--- config.mk ---
export PLATFORM = sky130hd
export DESIGN_NAME = pulse_ring_counter
export DESIGN_NICKNAME = d
export VERILOG_FILES = /design/src/rtl/prc_pkg.sv /design/src/rtl/prc_sync.sv /design/src/rtl/prc_rise.sv /design/src/rtl/prc_ring.sv /design/src/rtl/pulse_ring_counter.sv
export SDC_FILE = /design/constraint.sdc
export NUM_CORES = 1
export LEC_CHECK = 0
export CORE_AREA = 2 2 39 41
export CTS_CLUSTER_SIZE = 20
export DETAILED_ROUTE_END_ITERATION = 12
export DIE_AREA = 0 0 41 43
export DONT_BUFFER_PORTS = 1
export SYNTH_ARGS = -nofsm -noshare
export SYNTH_HDL_FRONTEND = slang
export SYNTH_SLANG_ARGS = --single-unit
--- constraint.sdc ---
create_clock -name clk -period 1.6 [get_ports clk]
set_clock_uncertainty 0.2 [all_clocks]
set_input_delay 0.08 -clock clk [delete_from_list [all_inputs] [get_ports clk]]
set_output_delay 0.08 -clock clk [all_outputs]
set_load 0.03 [all_outputs]
--- src/rtl/prc_pkg.sv ---
package prc_pkg;
  localparam int unsigned PRC_RING_W = 7;
  localparam int unsigned PRC_SYNC_N = 2;

  // Code loaded by reset: lowest position active.
  function automatic logic [PRC_RING_W-1:0] prc_home();
    logic [PRC_RING_W-1:0] v;
    v = '0;
    v[0] = 1'b1;
    return v;
  endfunction
endpackage

--- src/rtl/prc_sync.sv ---
module prc_sync #(
  parameter int unsigned STAGES = 2
) (
  input  logic clk,
  input  logic rst,
  input  logic d_async,
  output logic d_sync
);
  localparam int unsigned N = (STAGES < 2) ? 2 : STAGES;

  logic [N-1:0] chain;

  generate
    for (genvar i = 0; i < N; i++) begin : g_stage
      if (i == 0) begin : g_first
        always_ff @(posedge clk) begin
          if (rst) chain[0] <= 1'b0;
          else     chain[0] <= d_async;
        end
      end else begin : g_next
        always_ff @(posedge clk) begin
          if (rst) chain[i] <= 1'b0;
          else     chain[i] <= chain[i-1];
        end
      end
    end
  endgenerate

  assign d_sync = chain[N-1];
endmodule

--- src/rtl/prc_rise.sv ---
module prc_rise (
  input  logic clk,
  input  logic rst,
  input  logic lvl,
  output logic rise
);
  logic lvl_q;

  always_ff @(posedge clk) begin
    if (rst) lvl_q <= 1'b0;
    else     lvl_q <= lvl;
  end

  assign rise = lvl & ~lvl_q;

  // A detected edge lasts a single cycle
  AST_RISE_SINGLE: assert property (@(posedge clk) disable iff (rst)
    rise |=> !rise);
endmodule

--- src/rtl/prc_ring.sv ---
module prc_ring #(
  parameter int unsigned WIDTH = prc_pkg::PRC_RING_W
) (
  input  logic             clk,
  input  logic             rst,
  input  logic             step,
  output logic [WIDTH-1:0] ring
);
  function automatic logic [WIDTH-1:0] rot_up(input logic [WIDTH-1:0] v);
    return {v[WIDTH-2:0], v[WIDTH-1]};
  endfunction

  logic [WIDTH-1:0] home;
  assign home = {{(WIDTH-1){1'b0}}, 1'b1};

  always_ff @(posedge clk) begin
    if (rst)       ring <= home;
    else if (step) ring <= rot_up(ring);
  end

  AST_RING_ONEHOT: assert property (@(posedge clk) disable iff (rst)
    $countones(ring) == 1);
  AST_RING_STEP: assert property (@(posedge clk) disable iff (rst)
    step |=> ring == rot_up($past(ring)));
  AST_RING_HOLD: assert property (@(posedge clk) disable iff (rst)
    !step |=> $stable(ring));
  AST_RING_WRAP: assert property (@(posedge clk) disable iff (rst)
    (step && ring[WIDTH-1]) |=> ring[0]);
endmodule

--- src/rtl/pulse_ring_counter.sv ---
module pulse_ring_counter #(
  parameter int unsigned RING_W = prc_pkg::PRC_RING_W,
  parameter int unsigned SYNC_N = prc_pkg::PRC_SYNC_N
) (
  input  logic              clk,
  input  logic              rst,
  input  logic              din,
  output logic [RING_W-1:0] seg_o
);
  logic din_s;
  logic edge_hit;

  prc_sync #(.STAGES(SYNC_N)) u_sync (
    .clk(clk), .rst(rst), .d_async(din), .d_sync(din_s)
  );

  prc_rise u_rise (
    .clk(clk), .rst(rst), .lvl(din_s), .rise(edge_hit)
  );

  prc_ring #(.WIDTH(RING_W)) u_ring (
    .clk(clk), .rst(rst), .step(edge_hit), .ring(seg_o)
  );

  // Reset wins over anything, including a coincident edge
  AST_RESET_HOME: assert property (@(posedge clk)
    rst |=> seg_o == {{(RING_W-1){1'b0}}, 1'b1});
  AST_RESET_OVER_EDGE: assert property (@(posedge clk)
    (rst && edge_hit) |=> seg_o[0]);
endmodule

==> impl_metrics.toml <==
[die]
fp.dieW_um = 41
ios = 10
fp-row-count = 14
die_h_um = 43
start_util_pct = 28.9
coreArea_sq_um = 1380
die_area_sq_um = 1760

[yosys]
synth_top_cell_area_share_pct = 50.0
synth.area.top_cells = "dfxtp_1 (50%), mux2i_1 (15%), nand2b_4 (14%)"
ys_seq_area_share_pct = 50.0
syn_nets = 35
syn_area_sq_um = 400
synth_top_cell_by_area = "dfxtp_1"
syn_inst = 32
yosysWarnings = 0
synth_cell_type_count = 11
synth-seq-cells = 10
postSynthAreaPerCell_sq_um = 12.5

[grt]
grt-ovfl-total = 0
grt_usage_pct = 9.26
grt_pass1_vias = 229
antenna_found_initial = 0
grt_first_pass_wirelength_um = 993
grt_max_degree = 13

[clocking]
cts_tree = "done"
clockRootBuffer = "clkbuf_4"
cts_buffers = 3
clkSlewWorstSetupHoldPaths_ns = 0.07
cts.htree.levels = 1
clock_path_buffers = 2
cts_setup_buffers = 0
insertion_delay_ns = 0.26
cts_sinks = 10

[layout]
fin_nets = 40
area_growth_pct = 15.6
layout_commonest_cell = "dfxtp_1"
final_cell_mix = "dfxtp_1 (10), mux2i_1 (6), nand2b_4 (4)"
nFillCells = 153
diodes = 0
drive_gt1_share_pct = 25.0
final_area_sq_um = 463

[critical_path]
reg2reg_slack_ns = 0.48
cp-end-kind = "flip-flop"
crit_chain = "dlymetal6s4s_1 -> nor2b_1 -> dlygate4sd3_1"
r2r_end = "u_ring.ring[2]$_SDFFE_PP0P_"
cp.required_ns = 1.55
crit_path_start_kind = "input pin"
crit_path_start = "rst"
cp_max_fo = 12
crit_path_end = "u_sync.chain[0]$_SDFF_PP0_"
reg2reg_from = "u_sync.d_sync$_SDFF_PP0_"
critPathSlowestCell = "dlygate4sd3_1"
crit_type = "input pin to flip-flop"
cpPeakStageDelay_ns = 0.56
worstPathArrival_ns = 1.12
r2r_cells = 2

[detailed_routing]
drt_iter0_drc = 1
drc = 0
routed_via_density = 4.54
route.antenna.remaining_nets = 0
routed_wl_um = 586
vias = 236
wire_per_inst_um = 11.3
firstDrtPassIters = 3

[sta]
report.final.slew_viol_count = 0
final.period_utilization_pct = 73.0
period_minus_slack_ns = 1.17
rsz0062_at_grt = "false"
fmax_mhz = 856
tightest_slew_ns = 0.402
maxSlewHeadroom_pct = 73.2
setup-tns-final_ns = 0
setup_viol = 0
hold_violations = 0

[place]
port-buffer-count = 0
place_area_sq_um = 404
dp_hpwl_um = 414
gp_congestion = 0.718

[run_status]
status = "complete, no violations"

[power]
vdd_ir_drop_max_mv = 0.308
cellPowerDensity_nw_per_um2 = 1110
total_power_mw = 0.515
leakage_nw = 0.186

[hold_path]
min_path_type = "input pin to flip-flop"

[run]
cap_violations = 0
-- flip-flops by register name (all words and copies together), names as in the netlist --
| register | flops |
|---|---|
| u_rise.lvl_q | 1 |
| u_sync.chain | 1 |
| u_ring.ring | 7 |
| u_sync.d_sync | 1 |
-- routing by layer --
| layer | GRT usage (%) | share of wire, % | vias to the layer above |
|---|---|---|---|
| met5 | 0 | 0 | - |
| met4 | 12.0 | 2.4 | 0 |
| met3 | 5.24 | 14 | 2 |
| met2 | 10.6 | 46 | 12 |
| met1 | 9.74 | 37 | 110 |
| li1 | - | - | 112 |
-- Yosys cell counts --
| library cell | instances |
|---|---|
| dfxtp_1 | 10 |
| mux2i_1 | 6 |
| nand2b_4 | 4 |
| nor2b_1 | 3 |
| nand2b_1 | 2 |
| nor2_1 | 2 |
| buf_2 | 1 |
| buf_6 | 1 |
| nand4bb_1 | 1 |
| nor2b_4 | 1 |
| o21ai_1 | 1 |
-- kinds of logic (layout without fill, tap and decap cells) --
group                  Yosys count  after routing  share of synthesized area, %
and+or+nand+nor                 13             13                          29.7
DFF                             10             10                          50.0
muxes                            6              6                          15.0
buffers and inverters            2              6                          4.06
AOI/OAI and AO/OA                1              1                          1.25
-- worst min path at each step --
stage / from / end / slack [ns] / depth (start not counted)
after floorplan: din / u_sync.chain[0]$_SDFF_PP0_ / 0.008 / 1
after global placement: rst / u_sync.chain[0]$_SDFF_PP0_ / -0.05 / 1
after CTS: u_sync.chain[0]$_SDFF_PP0_ / u_sync.d_sync$_SDFF_PP0_ / 0.24 / 1
after global routing: rst / u_sync.d_sync$_SDFF_PP0_ / 0.17 / 2
final: rst / u_sync.d_sync$_SDFF_PP0_ / 0.14 / 2
after detailed placement: rst / u_sync.chain[0]$_SDFF_PP0_ / -0.05 / 1
-- worst max-delay path, delay by kind of cell --
family,cells,cell delay [ns]
buffers and inverters,2,0.96
AND/OR/NAND/NOR,1,0.08
-- layout make-up --
| class | count | area, sq um | area share, % |
|---|---|---|---|
| Multi-Input combinational cell | 20 | 184 | 39.7 |
| Sequential cell | 10 | 200 | 43.2 |
| Timing Repair Buffer | 2 | 22.5 | 4.86 |
| Clock buffer | 4 | 36.3 | 7.84 |
| Tap cell | 16 | 20.0 | 4.32 |
-- metrics by stage --
stage               std cells  utilization [%]  hold slack [ns]  setup slack, ns
global placement           46             29.2          -0.0462            0.525
finish                     52             33.5            0.145            0.432
floorplan                  32                -          0.00818            0.597
detailed placement         46             29.2          -0.0453            0.488
global route               52             33.5            0.168            0.357
CTS                        52             33.3            0.245           0.0557
-- timing repair --
item,in CTS,in global routing
setup endpoints to repair,0,1
hold endpoints to repair,10,0
gates resized for setup,0,1
hold buffers,2,0
-- power by group --
| group | switching [mW] | internal [mW] |
|---|---|---|
| logic | 0.00939 | 0.0164 |
| clock network | 0.0860 | 0.138 |
| registers | 0.0101 | 0.255 |
(Power assumes the default switching activity.)
